===== src/rtl/vnode_pkg.sv =====
package vnode_pkg;
   typedef enum logic [2:0] {
      OP_IDLE,
      OP_LOAD_WR,
      OP_LOAD_RD,
      OP_ACC,
      OP_PEEK
   } vn_op_e;
endpackage


===== src/rtl/vnode_fwd.sv =====
module vnode_fwd #(
   parameter int A_W    = 8,
   parameter int WORD_W = 13
) (
   input  logic [A_W-1:0]    addr,
   input  logic [WORD_W-1:0] ram_word,
   input  logic              s2_v,
   input  logic [A_W-1:0]    s2_addr,
   input  logic [WORD_W-1:0] s2_word,
   input  logic              s3_v,
   input  logic [A_W-1:0]    s3_addr,
   input  logic [WORD_W-1:0] s3_word,
   output logic [WORD_W-1:0] word
);
   always_comb begin
      if (s2_v && s2_addr == addr)
         word = s2_word;
      else if (s3_v && s3_addr == addr)
         word = s3_word;
      else
         word = ram_word;
   end
endmodule


===== src/rtl/vnode_update.sv =====
module vnode_update import vnode_pkg::*; #(
   parameter int LLR_W = 4
) (
   input  vn_op_e                 op,
   input  logic                   iter,
   input  logic [LLR_W-1:0]       din,
   input  logic [2*LLR_W+4:0]     cur,
   output logic [2*LLR_W+4:0]     nxt,
   output logic                   wr
);
   localparam int SUM_W  = LLR_W + 4;
   localparam int WORD_W = 2*LLR_W + 5;
   localparam logic signed [SUM_W:0] SAT_HI = (SUM_W+1)'((2**(SUM_W-1)) - 1);
   localparam logic signed [SUM_W:0] SAT_LO = -SAT_HI;

   logic                    cur_tag;
   logic [LLR_W-1:0]        cur_llr;
   logic signed [SUM_W-1:0] cur_sum;
   logic signed [LLR_W-1:0] din_val;
   logic signed [SUM_W:0]   base, acc, acc_c;

   assign cur_tag = cur[WORD_W-1];
   assign cur_llr = cur[WORD_W-2 -: LLR_W];
   assign cur_sum = cur[SUM_W-1:0];

   always_comb begin
      if (din[LLR_W-1])
         din_val = -$signed({1'b0, din[LLR_W-2:0]});
      else
         din_val = $signed({1'b0, din[LLR_W-2:0]});
   end

   always_comb begin
      base  = (cur_tag == iter) ? {cur_sum[SUM_W-1], cur_sum} : '0;
      acc   = base + {{(SUM_W+1-LLR_W){din_val[LLR_W-1]}}, din_val};
      acc_c = acc;
      if (acc > SAT_HI) acc_c = SAT_HI;
      if (acc < SAT_LO) acc_c = SAT_LO;
   end

   always_comb begin
      nxt = cur;
      wr  = 1'b0;
      case (op)
         OP_LOAD_WR: begin
            nxt = {iter, din_val, {SUM_W{1'b0}}};
            wr  = 1'b1;
         end
         OP_ACC: begin
            nxt = {iter, cur_llr, acc_c[SUM_W-1:0]};
            wr  = 1'b1;
         end
         default: ;
      endcase
   end
endmodule


===== src/rtl/vnode_belief.sv =====
module vnode_belief #(
   parameter int LLR_W = 4
) (
   input  logic [2*LLR_W+4:0] word,
   output logic [LLR_W-1:0]   sm
);
   localparam int SUM_W  = LLR_W + 4;
   localparam int WORD_W = 2*LLR_W + 5;
   localparam logic signed [SUM_W:0] OMAX = (SUM_W+1)'((2**(LLR_W-1)) - 1);
   localparam logic signed [SUM_W:0] OMIN = -OMAX;

   logic [LLR_W-1:0]      llr;
   logic [SUM_W-1:0]      sum;
   logic signed [SUM_W:0] tot, tc, tneg;

   assign llr = word[WORD_W-2 -: LLR_W];
   assign sum = word[SUM_W-1:0];

   always_comb begin
      tot = $signed({{(SUM_W+1-LLR_W){llr[LLR_W-1]}}, llr}) +
            $signed({sum[SUM_W-1], sum});
      tc  = tot;
      if (tot > OMAX) tc = OMAX;
      if (tot < OMIN) tc = OMIN;
      tneg = -tc;
      if (tc < 0)
         sm = {1'b1, tneg[LLR_W-2:0]};
      else
         sm = {1'b0, tc[LLR_W-2:0]};
   end
endmodule


===== src/rtl/vnode_pipe.sv =====
module vnode_pipe #(
   parameter int WIDTH = 6,
   parameter int DEPTH = 4
) (
   input  logic             clk,
   input  logic             rst,
   input  logic [WIDTH-1:0] d,
   output logic [WIDTH-1:0] q
);
   generate
      if (DEPTH == 0) begin : g_pass
         assign q = d;
      end else begin : g_chain
         logic [WIDTH-1:0] stg [DEPTH];
         for (genvar i = 0; i < DEPTH; i++) begin : g_stage
            always_ff @(posedge clk) begin
               if (rst)
                  stg[i] <= '0;
               else if (i == 0)
                  stg[i] <= d;
               else
                  stg[i] <= stg[(i == 0) ? 0 : i-1];
            end
         end
         assign q = stg[DEPTH-1];
      end
   endgenerate
endmodule


===== src/rtl/vnode_accum.sv =====
module vnode_accum import vnode_pkg::*; #(
   parameter int FOLD    = 1,
   parameter int LLR_W   = 4,
   parameter int OUT_LAT = 6
) (
   input  logic                   clk,
   input  logic                   rst,
   input  logic                   load_en,
   input  logic                   load_we,
   input  logic [7+FOLD-1:0]      load_addr,
   input  logic [LLR_W-1:0]       load_din,
   output logic [LLR_W-1:0]       load_dout,
   input  logic                   iter_bit,
   input  logic                   msg_we,
   input  logic                   msg_skip,
   input  logic                   rd_req,
   input  logic [7+FOLD-1:0]      msg_addr,
   input  logic [LLR_W-1:0]       msg_in,
   output logic [LLR_W-1:0]       msg_out,
   output logic [7+FOLD-1:0]      ram_rd_addr,
   output logic [7+FOLD-1:0]      ram_wr_addr,
   output logic                   ram_we,
   output logic [2*LLR_W+4:0]     ram_wdata,
   input  logic [2*LLR_W+4:0]     ram_rdata
);
   localparam int A_W    = 7 + FOLD;
   localparam int WORD_W = 2*LLR_W + 5;
   localparam int CHAIN  = OUT_LAT - 2;
   localparam int PAY_W  = LLR_W + 2;

   generate
      if (LLR_W < 2) begin : g_bad_width
         $error("vnode_accum: LLR_W must be at least 2");
      end
      if (OUT_LAT < 2) begin : g_bad_lat
         $error("vnode_accum: OUT_LAT must be at least 2");
      end
      if (FOLD < 0) begin : g_bad_fold
         $error("vnode_accum: FOLD must not be negative");
      end
   endgenerate

   vn_op_e            req_op;
   logic [A_W-1:0]    req_addr;
   logic [LLR_W-1:0]  req_din;

   always_comb begin
      req_addr = load_en ? load_addr : msg_addr;
      req_din  = load_en ? load_din  : msg_in;
      if (load_en)
         req_op = load_we ? OP_LOAD_WR : OP_LOAD_RD;
      else if (msg_we && !msg_skip)
         req_op = OP_ACC;
      else if (rd_req)
         req_op = OP_PEEK;
      else
         req_op = OP_IDLE;
   end

   assign ram_rd_addr = req_addr;

   // stage 1: request registered, RAM word arrives
   vn_op_e            s1_op;
   logic [A_W-1:0]    s1_addr;
   logic [LLR_W-1:0]  s1_din;
   logic              s1_iter, s1_to_ld, s1_to_msg;

   always_ff @(posedge clk) begin
      if (rst) begin
         s1_op     <= OP_IDLE;
         s1_to_ld  <= 1'b0;
         s1_to_msg <= 1'b0;
      end else begin
         s1_op     <= req_op;
         s1_to_ld  <= load_en && !load_we;
         s1_to_msg <= !load_en && rd_req;
      end
      s1_addr <= req_addr;
      s1_din  <= req_din;
      s1_iter <= iter_bit;
   end

   // stages 2 and 3: write stage and just-written stage, both forwarded
   logic              s2_v, s3_v, s2_to_ld, s2_to_msg;
   logic [A_W-1:0]    s2_addr, s3_addr;
   logic [WORD_W-1:0] s2_word, s3_word, cur_word, nxt_word;
   logic              nxt_wr;

   vnode_fwd #(.A_W(A_W), .WORD_W(WORD_W)) fwd_i (
      .addr(s1_addr), .ram_word(ram_rdata),
      .s2_v(s2_v), .s2_addr(s2_addr), .s2_word(s2_word),
      .s3_v(s3_v), .s3_addr(s3_addr), .s3_word(s3_word),
      .word(cur_word)
   );

   vnode_update #(.LLR_W(LLR_W)) upd_i (
      .op(s1_op), .iter(s1_iter), .din(s1_din),
      .cur(cur_word), .nxt(nxt_word), .wr(nxt_wr)
   );

   always_ff @(posedge clk) begin
      if (rst) begin
         s2_v      <= 1'b0;
         s3_v      <= 1'b0;
         s2_to_ld  <= 1'b0;
         s2_to_msg <= 1'b0;
      end else begin
         s2_v      <= nxt_wr;
         s3_v      <= s2_v;
         s2_to_ld  <= s1_to_ld;
         s2_to_msg <= s1_to_msg;
      end
      s2_addr <= s1_addr;
      s2_word <= nxt_word;
      s3_addr <= s2_addr;
      s3_word <= s2_word;
   end

   assign ram_we      = s2_v;
   assign ram_wr_addr = s2_addr;
   assign ram_wdata   = s2_word;

   // belief, delay chain and held outputs
   logic [LLR_W-1:0] belief;
   logic [PAY_W-1:0] tail;

   vnode_belief #(.LLR_W(LLR_W)) bel_i (.word(s2_word), .sm(belief));

   vnode_pipe #(.WIDTH(PAY_W), .DEPTH(CHAIN)) pipe_i (
      .clk(clk), .rst(rst),
      .d({s2_to_ld, s2_to_msg, belief}),
      .q(tail)
   );

   always_ff @(posedge clk) begin
      if (rst) begin
         load_dout <= '0;
         msg_out   <= '0;
      end else begin
         if (tail[PAY_W-1]) load_dout <= tail[LLR_W-1:0];
         if (tail[PAY_W-2]) msg_out   <= tail[LLR_W-1:0];
      end
   end
endmodule


===== config.mk =====
export PLATFORM = sky130hd
export DESIGN_NAME = vnode_accum
export DESIGN_NICKNAME = d
export VERILOG_FILES = /design/src/rtl/vnode_pkg.sv /design/src/rtl/vnode_fwd.sv /design/src/rtl/vnode_update.sv /design/src/rtl/vnode_belief.sv /design/src/rtl/vnode_pipe.sv /design/src/rtl/vnode_accum.sv
export SDC_FILE = /design/constraint.sdc
export NUM_CORES = 1
export LEC_CHECK = 0
export BUFFER_PORTS_ARGS = -buffer_cell sky130_fd_sc_hd__buf_2
export CAP_MARGIN = 0
export CORE_MARGIN = 4
export CORE_UTILIZATION = 60
export CTS_CLUSTER_DIAMETER = 80
export DETAILED_ROUTE_END_ITERATION = 16
export PLACE_DENSITY_LB_ADDON = 0.12
export SLEW_MARGIN = 15
export SYNTH_ARGS = -nofsm -noshare
export SYNTH_HDL_FRONTEND = slang
export SYNTH_HIERARCHICAL = 1
export SYNTH_SLANG_ARGS = --single-unit

===== constraint.sdc =====
create_clock -name clk -period 10.8 [get_ports clk]
set_input_delay 2.16 -clock clk [delete_from_list [all_inputs] [get_ports clk]]
set_output_delay 2.16 -clock clk [all_outputs]
set_load 0.005 [all_outputs]

# Yosys cells after proc, flatten, opt, wreduce, memory -nomap -nowiden
# Memory sizes are Yosys's and may differ from the RTL's.
# Cells that the tools add are included.
# totals
elab_cells	68
out_inout_bits	38
ramBits	24
input_bits	45
ff_bits	72
n_memories	1
# mem_list
name	words	word_bits	read_ports	rd_ports_with_merged_regs	write_ports	line_no	text
pipe_i.g_chain.stg	4	6	4	0	4	vnode_pipe.sv:14	logic [WIDTH-1:0] stg [DEPTH];
# classes
bitwise_logic	4
addsub	4
muxes	24
n_lt_le_gt_ge	5
n_reduce_logical	9
eq_ne	5
# op_table
cell	n
$mux 9	3
$mux 13	2
$pmux 13 s2	1
$mux 6	4
$mux 8	3
$eq 8x8->1	2
$mux 4	3
$add 4x8->9	1
$add 9x9->9	1
$gt 9x4->1 const B	1
$gt 9x8->1 const B	1
$lt 9x1->1 const B	1
$lt 9x4->1 const B	1
$lt 9x8->1 const B	1
$mux 3	3
$logic_and 1x1->1	5
$mux 1	4
$neg 3->4	1
$or 1x1->1	4
$eq 3x1->1 const B	1
$eq 3x2->1 const B	1
$logic_not 1->1	3
$neg 3->3	1
$mux 2	1
other kinds (2)	2

# Depth between registers and ports, before layout
# Gate-level depths: netlist of run 1.
# logic_depth
word_depth	11
ltp_mapped	17

# By module
# Netlist of run 1, hierarchy kept.
# by_module_without_submodules
module	cells_each	area_per_inst_um2	seq_area_each_um2	instances
vnode_accum	118	1805.5	1441.4	1
vnode_update	123	920.9	0.0	1
vnode_pipe	50	693.2	480.5	1
vnode_fwd	88	604.3	0.0	1
vnode_belief	66	539.3	0.0	1

# Worst setup path after synthesis of run 1
# Ideal clock, no wire load.
# synth_path
path_kind	input to register
from	in ram_rdata[12]
to	reg s2_word[5], in the netlist ram_wdata[5]
arrival_time_ps	4877
cell_stages	15
path_buffers	1
required_time_ps	10714
slack_ps	5837
cell_sequence	o31ai_1 -> a31oi_1 -> xnor2_2 -> buf_2 -> and2_1 -> ha_1 -> inv_1 -> fa_1 -> nor2b_1 -> a31oi_1 -> o21bai_1 -> a32oi_2 -> o31ai_2 -> o21ai_1 -> a221oi_2
# synth_via
elab_chain_cells	9
elab_cells_between_ends	10
# synth_lines
element	line_no	text
from (decl)	vnode_accum.sv:24	input logic [2*LLR_W+4:0] ram_rdata
$mux 13 (*)	vnode_fwd.sv:18	else if (s3_v && s3_addr == addr)
$mux 13 (*)	vnode_fwd.sv:16	if (s2_v && s2_addr == addr)
via cur_word[12]	vnode_accum.sv:86	logic [WORD_W-1:0] s2_word, s3_word, cur_word, nxt_word;
$eq 1x1->1 (*)	vnode_update.sv:34	base = (cur_tag == iter) ? {cur_sum[SUM_W-1], cur_sum} : '0;
$mux 9 (*)	vnode_update.sv:34	
$add 9x9->9 (*)	vnode_update.sv:35	acc = base + {{(SUM_W+1-LLR_W){din_val[LLR_W-1]}}, din_val};
$gt 9x8->1	vnode_update.sv:37	if (acc > SAT_HI) acc_c = SAT_HI;
$mux 8	vnode_update.sv:37	
$mux 8 (*)	vnode_update.sv:38	if (acc < SAT_LO) acc_c = SAT_LO;
$pmux 13 s2 (*)	vnode_update.sv:44	case (op)
via nxt_word[5]	vnode_accum.sv:86	
to (signal assigned)	vnode_accum.sv:114	s2_word <= nxt_word;
to (decl)	vnode_accum.sv:86	
# The timed path passes the listed nets; every way through them passes the cells marked *.
# A chain may end at the register's enable or synchronous reset.

# Final worst setup path of run 1
# Ends and elaborated chain as after synthesis.

==> impl_metrics.env, run 1 <==
export IMPL_synth_top_area_cell="dfxtp_1"
export IMPL_synthCells=445
export IMPL_cellPowerDensity_nw_per_um2=162
export IMPL_r2r_start="s1_addr[0]$_DFF_P_"
export IMPL_first_global_vias=3456
export IMPL_hold_ws_ps=377
export IMPL_required_ps=11070
export IMPL_yosys_cell_types_count=84
export IMPL_fp_dieW_um=95.2
export IMPL_cts_tree="built"
export IMPL_drtAntennaViolNets=0
export IMPL_fillerInstances=566
export IMPL_mostFrequentLayoutCell="dfxtp_1"
export IMPL_worstPathMaxFanout=15
export IMPL_final_cells=621
export IMPL_r2r_slack_ps=5860
export IMPL_cts_buffer_depth=2
export IMPL_io_pins=83
export IMPL_dp_hpwl_um=7160
export IMPL_yosys_register_bits=96
export IMPL_hold_buffers=0
export IMPL_hold_path_class="reg2reg"
export IMPL_ys_warn_count=6
export IMPL_portBuffers=82
export IMPL_via_count=3680
export IMPL_fin_crit_sh_pct=48.5
export IMPL_synth_enable_flop_cells=0
export IMPL_cp_end_kind="flip-flop"
export IMPL_clkPwrFrac_pct=27.0
export IMPL_p_sw_w=0.000261
export IMPL_drc=0
export IMPL_final_cell_mix="96 x dfxtp_1, 82 x buf_2, 24 x xnor2_1"
export IMPL_fp_dieH_um=95.2
export IMPL_grt_pass1_wl_um=15700
export IMPL_n_antenna_cell=0
export IMPL_start_util_pct=62.2
export IMPL_cts_sinks=96
export IMPL_worst_endpoint_arrival_ps=5510
export IMPL_period_needed_ps=5240
export IMPL_hold_viol=0
export IMPL_maxCapViolations=0
export IMPL_max_slew_margin_pct=46.7
export IMPL_outcome="complete, no violations"
export IMPL_synth_area_leaders="dfxtp_1 42%, ha_1 4.7%, xnor2_1 4.6%"
export IMPL_post_synth_top_area_fraction_pct=42.1
export IMPL_tightest_slew_ps=800
export IMPL_grt_total_usage_pct=22.0
export IMPL_cp_start_kind="primary input"
export IMPL_avgViaCountPerCell=5.93
export IMPL_insertion_delay_ps=360
export IMPL_cts_resized=0
export IMPL_max_freq_mhz=191
export IMPL_skew_ps=10.4
export IMPL_critical_path_class="in2reg"
export IMPL_min_from="ram_wdata[12]$_DFF_P_"
export IMPL_cts_max_level=3
export IMPL_power_w=0.000834
export IMPL_dr_pass1_iters=5
export IMPL_syn_num_nets=509
export IMPL_drv_slew=0
export IMPL_core_area_um2=7330
export IMPL_root_buffer="clkbuf_8"
export IMPL_syn_mean_instance_area_um2=10.3
export IMPL_crit_start="ram_rdata[12]"
export IMPL_wire_per_inst_um=15.7
export IMPL_ys_async_sr_fraction_pct=0
export IMPL_antenna_found_initial=0
export IMPL_grt_max_degree=41
export IMPL_dp_cells=605
export IMPL_yosysSeqAreaShare_pct=42.1
export IMPL_tns_ps=0
export IMPL_p_leak_nw=2.12
export IMPL_finalSetupViolCount=0
export IMPL_fp_row_count=31
export IMPL_rsz0062_at_grt="false"
export IMPL_peakVddDrop_v=0.000100
export IMPL_internal_power_w=0.000573
export IMPL_seqPwrFrac_pct=47.8
export IMPL_combinationalPowerShare_pct=25.2
export IMPL_gr_total_overflow=0
export IMPL_post_cts_buffers=0
export IMPL_cts_made_buffers=9
export IMPL_drt_iter0_drc=171
export IMPL_syn2layout_area_growth_pct=13.1
export IMPL_syn_area_um2=4560
export IMPL_drt_total_wl_um=9730
export IMPL_switching_share_pct=31.3
export IMPL_place_gp_congestion=0.903
export IMPL_dieArea_um2=9060
export IMPL_drive_above_1_share_pct=30.8
export IMPL_nNetsFinal=581
export IMPL_clk_pin_slew_ps=90
export IMPL_synthFlopType="dfxtp_1"
-- path summary, 6_finish.rpt --
path              cells after the start                    to
setup / recovery                     14  ram_wdata[5]$_DFF_P_
hold / removal                        0   s3_word[12]$_DFF_P_
setup reg to reg                     15  ram_wdata[5]$_DFF_P_
hold reg to reg                       0   s3_word[12]$_DFF_P_
-- layer usage --
metal,global-route usage (%),up-vias,part of all wire [%]
met3,6.00,16,6.9
met1,28.1,1760,43
met5,0,-,0
met4,6.49,0,1.5
li1,-,1771,-
met2,36.3,133,48
-- power groups by stage --
stage / Combinational, W / Clock [W] / Sequential (W)
6_report: 0.000210 / 0.000225 / 0.000399
5_1_grt: 0.000232 / 0.000244 / 0.000402
4_1_cts: 0.000209 / 0.000231 / 0.000399
3_5_place_dp: 0.000208 / 0 / 0.000407
3_3_place_gp: 0.000202 / 0 / 0.000406
2_1_floorplan: 0.000163 / 0 / 0.000403
-- state kept, by name, indices dropped and copies added, names as in the netlist, 3 cells and up --
register and cells:
ram_wdata 13, s3_addr 8, s1_din 4, msg_out 4, s1_op 3, s1_addr 8, ram_wr_addr 8, s3_word 13
load_dout 4, pipe_i/g_chain.stg 24
-- through the flow --
stage | setup WS (ps) | utilization (%) | cell area, um^2
6_report | 5560 | 70.4 | 5160
3_5_place_dp | 5280 | 67.7 | 4960
5_1_grt | 5260 | 70.4 | 5160
2_1_floorplan | 5840 | - | 4560
4_1_cts | 5640 | 70.4 | 5160
3_3_place_gp | 5400 | 67.7 | 4960
-- cell usage after synthesis (9+ instances only) --
| master | number |
|---|---|
| dfxtp_1 | 96 |
| xnor2_1 | 24 |
| nor2_1 | 23 |
| a21oi_1 | 17 |
| ha_1 | 17 |
| nand2_1 | 17 |
| nand4_1 | 17 |
| a31oi_1 | 15 |
| mux2_2 | 14 |
| nor2b_2 | 14 |
| o31ai_1 | 14 |
| nor4_1 | 13 |
| nor2b_1 | 12 |
| inv_1 | 10 |
| and2_1 | 9 |
| mux2i_1 | 9 |
-- worst max-delay path, cell delays in order --
cell and delay [ps]:
buf_2 100, o31ai_1 60, a31oi_1 210, xnor2_2 540, nand2_1 200, inv_1 90
ha_1 220, a21o_1 170, a21oi_1 350, a21o_1 180, o211ai_1 120, a211oi_2 640
a21oi_1 170, a221oi_2 280
-- logic make-up (layout without fill, tap and decap cells) --
family,after synthesis,in the layout,share of synthesized area [%]
fa+ha+maj,21,21,5.98
simple gates,145,145,19.7
mux,24,24,5.68
flops,96,96,42.1
compound gates,95,95,16.7
buf+inv,35,112,4.17
xor+xnor,29,29,5.73
-- final cells by class --
type                            count  area, um^2  area share, %
Multi-Input combinational cell    314        2450           47.5
Clock buffer                       11         151           2.93
Tap cell                           99         124           2.40
Timing Repair Buffer               82         410           7.96
Sequential cell                    96        1920           37.3
Inverter                           14        55.1           1.07
Clock inverter                      5        45.0          0.873
Power figures use the tool's default switching activity.
==> run 2, diff against run 1 <==
ABC_AREA = 1   (was unset)
CORE_UTILIZATION = 56   (was 60)
clock period = 4.9 ns   (was 10.8 ns; I/O delays follow)
==> run 2 against run 1 <==
Compared with the run above: via count increased by 11%; core utilization decreased by 4.6 points; count of clock-buffer cells in the layout decreased by 2; sequential cell count unchanged; sequential share of layout area decreased by 2.1 points; clock power increased by 120%; combinational power increased by 100%; sequential power increased by 120%; non-clock buffer count unchanged; worst setup slack got worse by 4600 ps; synthesized area increased by 6.0%; synthesized cell count increased by 50%.
==> impl_metrics.env, run 2 <==
export IMPL_via_count=4100
export IMPL_mostFrequentLayoutCell="nand2_1"
export IMPL_finalSetupViolCount=0
export IMPL_combinationalPowerShare_pct=23.8
export IMPL_skew_ps=5.49
export IMPL_r2r_cells=21
export IMPL_fp_row_count=33
export IMPL_place_gp_congestion=1.01
export IMPL_clk_pin_slew_ps=100
export IMPL_crit_chain="xor2_1 -> nor2_2 -> nand3_2 -> nand3_1 -> nand2_1 -> nand2_4 -> nand2_4 -> nor2_1 -> ha_1 -> inv_1 -> fa_1 -> xor2_1 -> nand3b_1 -> nor2_1 -> nand3_1 -> nor2_1 -> nand2_1 -> nand2_2 -> nand2_4 -> nand3_1 -> nand2_1"
export IMPL_drt_iter0_drc=149
export IMPL_fp_dieW_um=101
export IMPL_hold_ws_ps=368
export IMPL_yosysSeqAreaShare_pct=39.8
export IMPL_syn_num_nets=730
export IMPL_cts_buffer_depth=2
export IMPL_cellPowerDensity_nw_per_um2=331
export IMPL_r2r_start="s1_addr[2]$_DFF_P_"
export IMPL_top_register="pipe_i/g_chain.stg"
export IMPL_critical_path_class="reg2reg"
export IMPL_syn2layout_area_growth_pct=12.9
export IMPL_drive_above_1_share_pct=23.3
export IMPL_place_area_um2=5260
export IMPL_synthCells=666
export IMPL_drt_total_wl_um=10200
export IMPL_drtAntennaViolNets=0
export IMPL_core_area_um2=8300
export IMPL_syn_mean_instance_area_um2=7.26
export IMPL_max_slew_margin_pct=47.5
export IMPL_synthFlopType="dfxtp_1"
export IMPL_top_usage_layer="met2"
export IMPL_grt_total_usage_pct=21.1
export IMPL_tightest_slew_ps=781
export IMPL_synth_most_common_cell="nand2_1"
export IMPL_first_global_vias=3784
export IMPL_root_buffer="clkbuf_8"
export IMPL_tns_ps=0
export IMPL_gr_usage_met1_pct=26.6
export IMPL_r2r_end="ram_wdata[4]$_DFF_P_"
export IMPL_synth_top_area_cell="dfxtp_1"
export IMPL_post_synth_top_area_fraction_pct=39.8
export IMPL_use_met3_pct=5.88
export IMPL_p_leak_nw=3.03
export IMPL_fin_crit_sh_pct=79.7
export IMPL_r2r_slack_ps=990
export IMPL_stdcell_area_um2=5460
export IMPL_io_pins=83
export IMPL_postLayoutCoreUtil_pct=65.8
export IMPL_cp_start_kind="flip-flop"
export IMPL_yosys_cell_types_count=39
export IMPL_hold_viol=0
export IMPL_drc=0
export IMPL_avgViaCountPerCell=4.78
export IMPL_portBuffers=82
export IMPL_n_antenna_cell=0
export IMPL_gr_total_overflow=0
export IMPL_cts_made_buffers=9
export IMPL_whs_path_depth=0
export IMPL_ys_warn_count=6
export IMPL_switching_share_pct=33.4
export IMPL_wire_per_inst_um=11.9
export IMPL_crit_start="s1_addr[2]$_DFF_P_"
export IMPL_clkPwrFrac_pct=27.7
export IMPL_p_sw_w=0.000604
export IMPL_synth_enable_flop_cells=0
export IMPL_max_freq_mhz=256
export IMPL_setup_worst_path_end="ram_wdata[4]$_DFF_P_"
export IMPL_hold_buffers=0
export IMPL_ys_async_sr_fraction_pct=0
export IMPL_final_cell_mix="171 x nand2_1, 109 x inv_1, 96 x dfxtp_1"
export IMPL_critPathMaxStageDelay_ps=470
export IMPL_worst_endpoint_arrival_ps=4170
export IMPL_grt_max_degree=31
export IMPL_synthTopCellsByCount="171 x nand2_1, 109 x inv_1, 96 x dfxtp_1"
export IMPL_post_cts_buffers=0
export IMPL_fp_dieH_um=101
export IMPL_cts_resized=0
export IMPL_syn_area_um2=4830
export IMPL_yosys_register_bits=96
export IMPL_internal_power_w=0.00121
export IMPL_grt_pass1_wl_um=17100
export IMPL_antenna_found_initial=1
export IMPL_rsz0062_at_grt="false"
export IMPL_outcome="complete, no violations"
export IMPL_cts_sinks=96
export IMPL_maxCapViolations=0
export IMPL_worstPathMaxFanout=14
export IMPL_synth_area_leaders="dfxtp_1 40%, nand2_1 13%, inv_1 8.5%"
export IMPL_dieArea_um2=10200
export IMPL_cts_max_level=3
export IMPL_required_ps=5160
export IMPL_drv_slew=0
export IMPL_nNetsFinal=811
export IMPL_largest_register_ffs=24
export IMPL_seqPwrFrac_pct=48.5
export IMPL_start_util_pct=58.3
export IMPL_dr_pass1_iters=4
export IMPL_cts_tree="built"
export IMPL_insertion_delay_ps=360
export IMPL_hold_path_class="reg2reg"
export IMPL_period_needed_ps=3910
export IMPL_cp_end_kind="flip-flop"
export IMPL_peakVddDrop_v=0.000143
export IMPL_dp_hpwl_um=8100
export IMPL_grt_util_met2_pct=35.6
export IMPL_crit_slowest_cell="nor2_2"
==> run 2: cell count changes in the layout (fill, tap and decap cells not counted), sizes merged, moves of 15 or more <==
cell | previous run | this run
nand2 | 19 | 202
inv | 16 | 125
nand3 | 6 | 79
nor2 | 23 | 79
nor2b | 26 | 0
xnor2 | 25 | 3
o31ai | 16 | 0
a31oi | 15 | 0
nand4 | 17 | 2
nor4 | 15 | 0
==> run 2: cells by family after synthesis <==
logic type / Yosys count / synth area share [%]
simple gates: 373 / 36.9
buf+inv: 135 / 11.9
flops: 96 / 39.8
compound gates: 34 / 4.53
fa+ha+maj: 19 / 5.23
xor+xnor: 8 / 1.45
mux: 1 / 0.233
==> run 2: power by group through the flow <==
stage / combinational [W] / sequential (W) / clock (W)
after floorplan: 0.000328 / 0.000887 / 0
after global placement: 0.000416 / 0.000894 / 0
after detailed placement: 0.000429 / 0.000896 / 0
after CTS: 0.000432 / 0.000878 / 0.000518
after global routing: 0.000495 / 0.000886 / 0.000556
final: 0.000430 / 0.000877 / 0.000501
==> run 2: worst min path at each step <==
stage / from / endpoint / slack [ps]
CTS: s1_addr[1]$_DFF_P_ / ram_wr_addr[1]$_DFF_P_ / 370
floorplan: s1_addr[1]$_DFF_P_ / ram_wr_addr[1]$_DFF_P_ / 350
global placement: s1_addr[1]$_DFF_P_ / ram_wr_addr[1]$_DFF_P_ / 360
global route: s1_addr[1]$_DFF_P_ / ram_wr_addr[1]$_DFF_P_ / 380
detailed placement: s1_addr[1]$_DFF_P_ / ram_wr_addr[1]$_DFF_P_ / 350
finish: s1_addr[1]$_DFF_P_ / ram_wr_addr[1]$_DFF_P_ / 370
==> run 2: worst max-delay path, delay by kind of cell, from the launching register on <==
family	cells	cell delay [ps]
adder cells (fa/ha/maj)	2	590
XOR/XNOR	2	410
AND/OR/NAND/NOR	16	2350
buffers and inverters	1	60
flip-flops	1	360
==> run 2: metrics by stage <==
stage,total power (W),setup slack [ps],std cells
floorplan,0.00121,1790,666
global placement,0.00131,1280,841
detailed placement,0.00132,1020,841
CTS,0.00183,1000,857
global route,0.00194,603,857
finish,0.00181,993,857
==> run 2: layout make-up <==
cell class              instances  area (um^2)
well taps                     105          131
multi-input cells             435         2340
repair buffers                 82          410
fillers                       780         2840
clock buffers                   9          124
clock inverters                 7         73.8
flip-flops and latches         96         1920
inverters                     123          462
==> run 2: layer usage <==
layer	part of all wire, %	up-vias
met5	0.069	-
met4	1.3	2
met3	6.1	15
met2	47	92
met1	45	1805
li1	-	2186
